==> config.mk <==
export PLATFORM = sky130hd
export DESIGN_NAME = rgmii_rx_retimer
export DESIGN_NICKNAME = d
export VERILOG_FILES = /design/src/rtl/rgrt_pkg.sv /design/src/rtl/rgrt_edge_sync.sv /design/src/rtl/rgrt_phase_cnt.sv /design/src/rtl/rgrt_lane_capture.sv /design/src/rtl/rgmii_rx_retimer.sv
export SDC_FILE = /design/constraint.sdc
export NUM_CORES = 1
export LEC_CHECK = 0
export ABC_AREA = 1
export BUFFER_PORTS_ARGS = -buffer_cell sky130_fd_sc_hd__buf_2
export CAP_MARGIN = 10
export CORE_MARGIN = 5
export CORE_UTILIZATION = 44
export DETAILED_ROUTE_END_ITERATION = 10
export HOLD_SLACK_MARGIN = 0.06
export PLACE_DENSITY = 0.73
export SYNTH_ARGS = -nofsm -noshare
export SYNTH_HDL_FRONTEND = slang
export SYNTH_SLANG_ARGS = --single-unit
==> constraint.sdc <==
create_clock -name clk -period 1.7 [get_ports clk]
set_input_delay 0.085 -clock clk [delete_from_list [all_inputs] [get_ports clk]]
set_output_delay 0.085 -clock clk [all_outputs]
set_load 0.01 [all_outputs]
==> src/rtl/rgrt_pkg.sv <==
package rgrt_pkg;

  // Five receive lanes: control plus four data bits.
  localparam int LANES = 5;

  typedef struct packed {
    logic       ctl;
    logic [3:0] data;
  } nib_t;

  // Lane order: 0 = control, 1 = data[3], 2 = data[2], 3 = data[1], 4 = data[0].
  function automatic logic [LANES-1:0] pack_lanes(input logic ctl, input logic [3:0] d);
    return {d[0], d[1], d[2], d[3], ctl};
  endfunction

  function automatic nib_t unpack_lanes(input logic [LANES-1:0] v);
    nib_t n;
    n.ctl  = v[0];
    n.data = {v[1], v[2], v[3], v[4]};
    return n;
  endfunction

  // Counter value at which a lane is captured.
  function automatic int unsigned lane_target(input int unsigned dly,
                                              input logic        skew_bit,
                                              input int unsigned ticks);
    return skew_bit ? dly + ticks : dly;
  endfunction

endpackage

==> src/rtl/rgrt_edge_sync.sv <==
module rgrt_edge_sync #(
  parameter int SYNC_STAGES = 2
) (
  input  logic clk,
  input  logic rst_n,
  input  logic rx_clk_pin,
  output logic o_level,
  output logic o_edge
);
  localparam int SH_W = SYNC_STAGES + 1;

  logic [SH_W-1:0] sh;

  always_ff @(posedge clk) begin
    if (!rst_n) sh <= '0;
    else        sh <= {sh[SH_W-2:0], rx_clk_pin};
  end

  assign o_level = sh[SYNC_STAGES-1];
  assign o_edge  = sh[SYNC_STAGES-1] ^ sh[SYNC_STAGES];
endmodule

==> src/rtl/rgrt_phase_cnt.sv <==
module rgrt_phase_cnt #(
  parameter int CNT_W = 6
) (
  input  logic             clk,
  input  logic             rst_n,
  input  logic             i_restart,
  output logic [CNT_W-1:0] o_cnt
);
  always_ff @(posedge clk) begin
    if (!rst_n)              o_cnt <= '1;
    else if (i_restart)      o_cnt <= '0;
    else if (o_cnt != '1)    o_cnt <= o_cnt + 1'b1;
  end
endmodule

==> src/rtl/rgrt_lane_capture.sv <==
module rgrt_lane_capture #(
  parameter int CNT_W = 6
) (
  input  logic             clk,
  input  logic             rst_n,
  input  logic             i_clear,
  input  logic             i_arm,
  input  logic [CNT_W-1:0] i_cnt,
  input  logic [CNT_W-1:0] i_target,
  input  logic             i_pin,
  output logic             o_val,
  output logic             o_got
);
  logic hit;
  assign hit = i_arm && !o_got && (i_cnt == i_target);

  always_ff @(posedge clk) begin
    if (!rst_n) begin
      o_val <= 1'b0;
      o_got <= 1'b0;
    end else if (i_clear) begin
      o_got <= 1'b0;
    end else if (hit) begin
      o_val <= i_pin;
      o_got <= 1'b1;
    end
  end
endmodule

==> src/rtl/rgmii_rx_retimer.sv <==
module rgmii_rx_retimer
  import rgrt_pkg::*;
#(
  parameter int DLY_W       = 5,
  parameter int SKEW_TICKS  = 5,
  parameter int SYNC_STAGES = 2
) (
  input  logic             clk,
  input  logic             rst_n,
  input  logic             adj_clk_ok,
  input  logic             cfg_retime_en,
  input  logic             cfg_align,
  input  logic [DLY_W-1:0] cfg_delay,
  input  logic [LANES-1:0] cfg_skew,
  input  logic             rx_clk_pin,
  input  logic             rx_ctl_pin,
  input  logic [3:0]       rx_data_pin,
  output logic             o_strobe,
  output logic             o_fall,
  output logic [3:0]       o_rise_data,
  output logic             o_rise_ctl,
  output logic [3:0]       o_fall_data,
  output logic             o_fall_ctl,
  output logic             o_late,
  output logic             o_cfg_err
);
  localparam int DLY_MAX = (1 << DLY_W) - 1;
  localparam int CNT_W   = $clog2(DLY_MAX + SKEW_TICKS + 2);

  // Named internal events, visible to the bound checker.
  logic             rx_level;
  logic             edge_evt;
  logic [CNT_W-1:0] cnt;
  logic [LANES-1:0] lane_pin, lane_val, lane_got;
  logic             all_got, retime_ok, edge_ok;
  logic             byp_emit, half_done, late_evt, emit, emit_pol;
  logic [LANES-1:0] emit_lanes;
  nib_t             emit_nib;
  logic             active, half_rise, rise_pend;

  rgrt_edge_sync #(.SYNC_STAGES(SYNC_STAGES)) u_sync (
    .clk       (clk),
    .rst_n     (rst_n),
    .rx_clk_pin(rx_clk_pin),
    .o_level   (rx_level),
    .o_edge    (edge_evt)
  );

  rgrt_phase_cnt #(.CNT_W(CNT_W)) u_cnt (
    .clk      (clk),
    .rst_n    (rst_n),
    .i_restart(edge_evt),
    .o_cnt    (cnt)
  );

  assign lane_pin = pack_lanes(rx_ctl_pin, rx_data_pin);

  for (genvar g = 0; g < LANES; g++) begin : g_lane
    logic [CNT_W-1:0] tgt;
    assign tgt = CNT_W'(lane_target(int'(cfg_delay), cfg_skew[g], SKEW_TICKS));

    rgrt_lane_capture #(.CNT_W(CNT_W)) u_cap (
      .clk     (clk),
      .rst_n   (rst_n),
      .i_clear (edge_evt),
      .i_arm   (active),
      .i_cnt   (cnt),
      .i_target(tgt),
      .i_pin   (lane_pin[g]),
      .o_val   (lane_val[g]),
      .o_got   (lane_got[g])
    );
  end

  assign o_cfg_err  = cfg_retime_en & ~adj_clk_ok;
  assign retime_ok  = cfg_retime_en & adj_clk_ok;
  assign edge_ok    = edge_evt & ~o_cfg_err;
  assign all_got    = &lane_got;
  assign byp_emit   = edge_ok & ~cfg_retime_en;
  assign half_done  = active & all_got & retime_ok;
  assign late_evt   = edge_ok & active & ~all_got;
  assign emit       = byp_emit | half_done;
  assign emit_pol   = byp_emit ? rx_level : half_rise;
  assign emit_lanes = byp_emit ? lane_pin : lane_val;
  assign emit_nib   = unpack_lanes(emit_lanes);

  always_ff @(posedge clk) begin
    if (!rst_n) begin
      o_strobe    <= 1'b0;
      o_fall      <= 1'b0;
      o_rise_data <= '0;
      o_rise_ctl  <= 1'b0;
      o_fall_data <= '0;
      o_fall_ctl  <= 1'b0;
      o_late      <= 1'b0;
      active      <= 1'b0;
      half_rise   <= 1'b0;
      rise_pend   <= 1'b0;
    end else begin
      o_strobe <= 1'b0;
      if (emit) begin
        o_fall <= ~emit_pol;
        if (emit_pol) begin
          o_rise_data <= emit_nib.data;
          o_rise_ctl  <= emit_nib.ctl;
          rise_pend   <= 1'b1;
          o_strobe    <= ~cfg_align;
        end else begin
          o_fall_data <= emit_nib.data;
          o_fall_ctl  <= emit_nib.ctl;
          rise_pend   <= 1'b0;
          o_strobe    <= ~cfg_align | rise_pend;
        end
      end
      if (half_done || o_cfg_err) active <= 1'b0;
      if (late_evt) begin
        o_late    <= 1'b1;
        rise_pend <= 1'b0;
      end
      if (edge_ok) begin
        half_rise <= rx_level;
        active    <= retime_ok;
      end
    end
  end
endmodule

Yosys cells after proc, flatten, opt, wreduce, memory -nomap -nowiden. Cells that the tools add are included.

Register bits: 35. Bits of input ports: 21. Output and inout port bits: 14.

Add/subtract/negate cells: 2. Eq/ne operators: 6. Mux-type cells: 13. Bitwise operators: 19. Reductions and logical operators: 29.

Operators by type and width (count): $mux 6 (7); $eq 6x6->1 (5); $reduce_and 2->1 (8); $logic_and 1x1->1 (10); $and 1x1->1 (8); $not 1->1 (8); $add 5x3->6 const B (1); $add 6x1->6 const B (1); $ne 6x6->1 const B (1); $logic_not 1->1 (5); $mux 1 (5); $mux 5 (1); $reduce_and 5->1 (1); $reduce_bool 2->1 (2); $reduce_or 2->1 (2); $or 1x1->1 (2); $logic_or 1x1->1 (1); $xor 1x1->1 (1).

Depth between registers and ports, before layout.
Depth in word-level cells: 8. Depth in mapped cells: 15. Mapped depth without buffers: 15.

Modules after synthesis. Synthesis repeated with hierarchy kept, for this count alone.

Cell total of the unflattened synthesis: 521. Area, all modules: 2881.5 sq um.

Modules (own cells, without submodules): rgrt_lane_capture (times used 5, cells an instance 54, area each 250.2 sq um); rgmii_rx_retimer (times used 1, cells an instance 191, area each 1204.9 sq um); rgrt_phase_cnt (times used 1, cells an instance 46, area each 324.1 sq um); rgrt_edge_sync (times used 1, cells an instance 14, area each 101.3 sq um).

Least setup slack after synthesis. OpenSTA, ideal clock, no wires.

Kind: register -> register. From: register u_cnt.o_cnt[1]. To: register u_cnt.o_cnt[1]. Arrival time: 1366 ps. Required time: 1579 ps. Slack: 214 ps. Cell stages (with the launch flop): 11. Buffers on the path: 0. Period minus slack after synthesis: 1486 ps. Cells stage by stage: dfxtp_1 > ha_1 > nand2_1 > nor2_1 > inv_1 > nor2_1 > inv_1 > nor3_1 > inv_1 > a31oi_1 > o21ai_1.

Longest elaborated chain between the ends: 3.

Ends and longest elaborated chain: from (decl) (RTL line rgrt_phase_cnt.sv:7) `output logic [CNT_W-1:0] o_cnt`; from (signal assigned) (RTL line rgrt_phase_cnt.sv:12) `else if (o_cnt != '1) o_cnt <= o_cnt + 1'b1;`; $add 6x1->6 (RTL line rgrt_phase_cnt.sv:12); $mux 6 (RTL line rgrt_phase_cnt.sv:12); $mux 6 (RTL line rgrt_phase_cnt.sv:11) `else if (i_restart) o_cnt <= '0;`.

Parallel ways exist; a longest one is shown, timed or not. The select of a mux whose other input is x is not followed. A chain may end at the register's enable or synchronous reset.

Final worst setup path.
From: register u_cnt.o_cnt[1]. To: register g_lane[2].u_cap.o_val.

Longest elaborated chain between the ends: 3.

Ends and longest elaborated chain: $eq 6x6->1 (RTL line rgrt_lane_capture.sv:15) `assign hit = i_arm && !o_got && (i_cnt == i_target);`; $logic_and 1x1->1 (RTL line rgrt_lane_capture.sv:15); $reduce_and 2->1 (no source line); to (signal assigned) (RTL line rgrt_lane_capture.sv:24) `o_val <= i_pin;`; to (decl) (RTL line rgrt_lane_capture.sv:11) `output logic o_val,`.

Every way passes these cells.

==> metrics.yaml <==
placement:
  hpwlAfterDp_mm: 5.75
  portBuffers: 34
  gp_congestion: 0.909
  postPlaceCellArea_um2: 2970
yosys:
  syn_avg_cell_area_um2: 5.76
  synth_cells: 457
  synth_area_leaders: "dfxtp_1 (27%), nand2_1 (21%), nand3_1 (13%), nor2_1 (9.0%), inv_1 (7.8%)"
  synth_ff_type: "dfxtp_1"
  synth_edf_count: 0
  synth_nets: 480
  yosysTopAreaCellShare_pct: 26.6
  yosysTopAreaCell: "dfxtp_1"
  ys_seq_area_share_pct: 26.6
  ys_types: 29
  yosysMostFrequentCell: "nand2_1"
  synth_seq_cells: 35
  synth_warnings: 0
  async_flop_share_pct: 0
  synth_area_um2: 2630
  synth_common_cells: "nand2_1 (145), nand3_1 (66), nor2_1 (63)"
sta:
  fmax_ghz: 0.645
  relSlewSlack_pct: 78.3
  fin_worst_skew_ns: 0.00587
  fin_crit_ns: 1.55
  slew_viol_final: 0
  setup_viol: 0
  worstMarginPinSlew_ns: 0.326
  rsz0062_at_grt: "false"
  post-route-period-util_pct: 91.2
  hold_viol: 0
floorplan:
  die_area_um2: 7630
  die_h_um: 87.4
  ioPinCount: 35
  rows: 28
  initial_utilization_pct: 44.7
  core_um2: 5890
  die_w_um: 87.4
routing:
  viasPerCell: 5.16
  wl_per_cell_um: 12.4
  drt_wl_total_mm: 7.25
  drt_iter0_markers: 246
  drc: 0
  firstDrtPassIters: 5
  ant_nets: 0
  dr_total_vias: 3020
clock_network:
  cts_tree: "done"
  cts.path.max_buffers: 2
  ctsHtreeMaxLevel: 2
  clock_sinks: 35
  cts.root.buffer_cell: "clkbuf_8"
  clk_pin_slew_worst_paths_ns: 0.07
  cts_buffers: 5
  clkLatencyLatePin_ns: 0.28
worst_setup_path:
  critical_path.endpoint_type: "flip-flop"
  timing.rr.start: "u_cnt.o_cnt[1]"
  path_common_cell: "nor2_1"
  crit_fanout: 6
  crit_start: "u_cnt.o_cnt[1]"
  slowest_stage: "dfxtp_2"
  crit_chain: "buf_6 > clkinvlp_4 > nand2_1 > inv_1 > nor2_1 > nand2_1 > nor2_1 > nand3_1 > nor2_1 > nand3_1 > nand2_1 > nor2_1"
  cp.buffers_inverters: 3
  cp_top_family: "simple AND/OR/NAND/NOR gates"
  cpPeakStageDelay_ns: 0.35
  worstSetupPathType: "reg -> reg"
  worstPathRequired_ns: 1.89
  worstPathArrival_ns: 1.74
  cp-start-kind: "flip-flop"
grt:
  antenna_found_initial: 0
  grt_pass1_wl_mm: 12.1
  grt_usage_pct: 19.7
  grt_pass1_vias: 2735
  grt_max_degree: 17
  grt_overflow_total: 0
layout:
  nets: 532
  final_area_um2: 3140
  synthToLayoutAreaGrowth_pct: 19.2
  final.fill_count: 612
  drive_above_1_share_pct: 19.0
  diodes: 0
power:
  finalPower_mw: 3.05
  irDropWorstVdd_mv: 0.584
  powerDensity_nw_per_um2: 972
  leakage_nw: 1.65
status:
  status: "completed"
hold_path:
  hp-start: "rx_data_pin[1]"
  min_path_type: "in -> reg"
job:
  cap_violations: 0
[what timing repair did]
action                     in CTS  in global routing
buffers inserted                0                  2
hold endpoints to repair        3                  0
resized for setup               0                 16
setup endpoints to repair       0                 16
hold buffers                    3                  0
[per-stage QoR]
stage	setup TNS (ns)	utilization, %	hold slack (ns)	setup slack (ns)	std cells
5_1_grt	0	53.3	0.117	0.00207	585
4_1_cts	0	52.3	0.116	0.0788	583
3_5_place_dp	-0.0554	50.4	0.268	-0.0554	572
3_3_place_gp	-0.0378	50.4	0.266	-0.0378	572
2_1_floorplan	0	-	0.177	0.214	457
6_report	0	53.3	0.116	0.150	585
[state kept, by name, indices dropped and copies added, names as in the netlist, 3 cells and up]
register and flops:
u_cnt.o_cnt 6, g_lane.u_cap.o_got 5, g_lane.u_cap.o_val 5, o_fall_data 4, o_rise_data 4, u_sync.sh 3
[layout by cell type, fill, tap and decap left out, types with 3 or more instances in the layout]
master | synthesis | routed
a21oi_1 | 10 | 9
buf_2 | 7 | 34
buf_4 | 4 | 21
clkbuf_8 | 0 | 5
clkinv_1 | 3 | 3
dfxtp_1 | 35 | 33
dlygate4sd3_1 | 0 | 3
inv_1 | 55 | 52
inv_2 | 2 | 4
nand2_1 | 145 | 142
nand2_2 | 5 | 8
nand2_4 | 5 | 5
nand3_1 | 66 | 66
nand4_1 | 9 | 9
nor2_1 | 63 | 59
nor2_2 | 2 | 5
o211ai_1 | 4 | 4
o21ai_0 | 17 | 17
xor2_1 | 7 | 7
[tightest hold or removal path, stage by stage]
cell,delay [ns]
buf_2,0.07
inv_1,0.04
nand3_1,0.05
nand2_1,0.04
nor2_1,0.07
[final timing paths]
check / end / slack (ns) / depth (start not counted)
max: g_lane[2].u_cap.o_val / 0.15 / 12
min: g_lane[3].u_cap.o_val / 0.12 / 5
max reg2reg: g_lane[2].u_cap.o_val / 0.15 / 12
min reg2reg: u_sync.sh[1] / 0.42 / 2
[report_power, final]
| group | switching, mW | total, mW | internal [mW] | leakage (nW) |
|---|---|---|---|---|
| logic | 0.920 | 1.47 | 0.554 | 1.32 |
| registers | 0.101 | 1.01 | 0.912 | 0.285 |
| clock network | 0.274 | 0.561 | 0.287 | 0.0422 |
[cell type report]
cell class	count	area, µm²	area share, %
well taps	75	93.8	2.99
flip-flops and latches	35	703	22.4
inverters	61	235	7.50
clock buffers	7	76.3	2.43
multi-input cells	347	1650	52.7
repair buffers	59	369	11.8
clock inverters	1	5.00	0.160
[layer usage]
layer / wire length (µm) / GRT usage [%]
met4: 73 / 4.46
met5: 0 / 0
met3: 482 / 3.69
met2: 3450 / 31.4
met1: 3240 / 27.5
[cells by family (layout without fill, tap and decap cells)]
kind of cell,after synthesis,after routing,share of synthesized area (%)
compound gates,35,35,7.18
xor+xnor,7,7,2.33
fa+ha+maj,2,2,0.950
buf+inv,75,128,11.7
flops,35,35,26.6
simple gates,303,303,51.2
(Power assumes the default switching activity.)
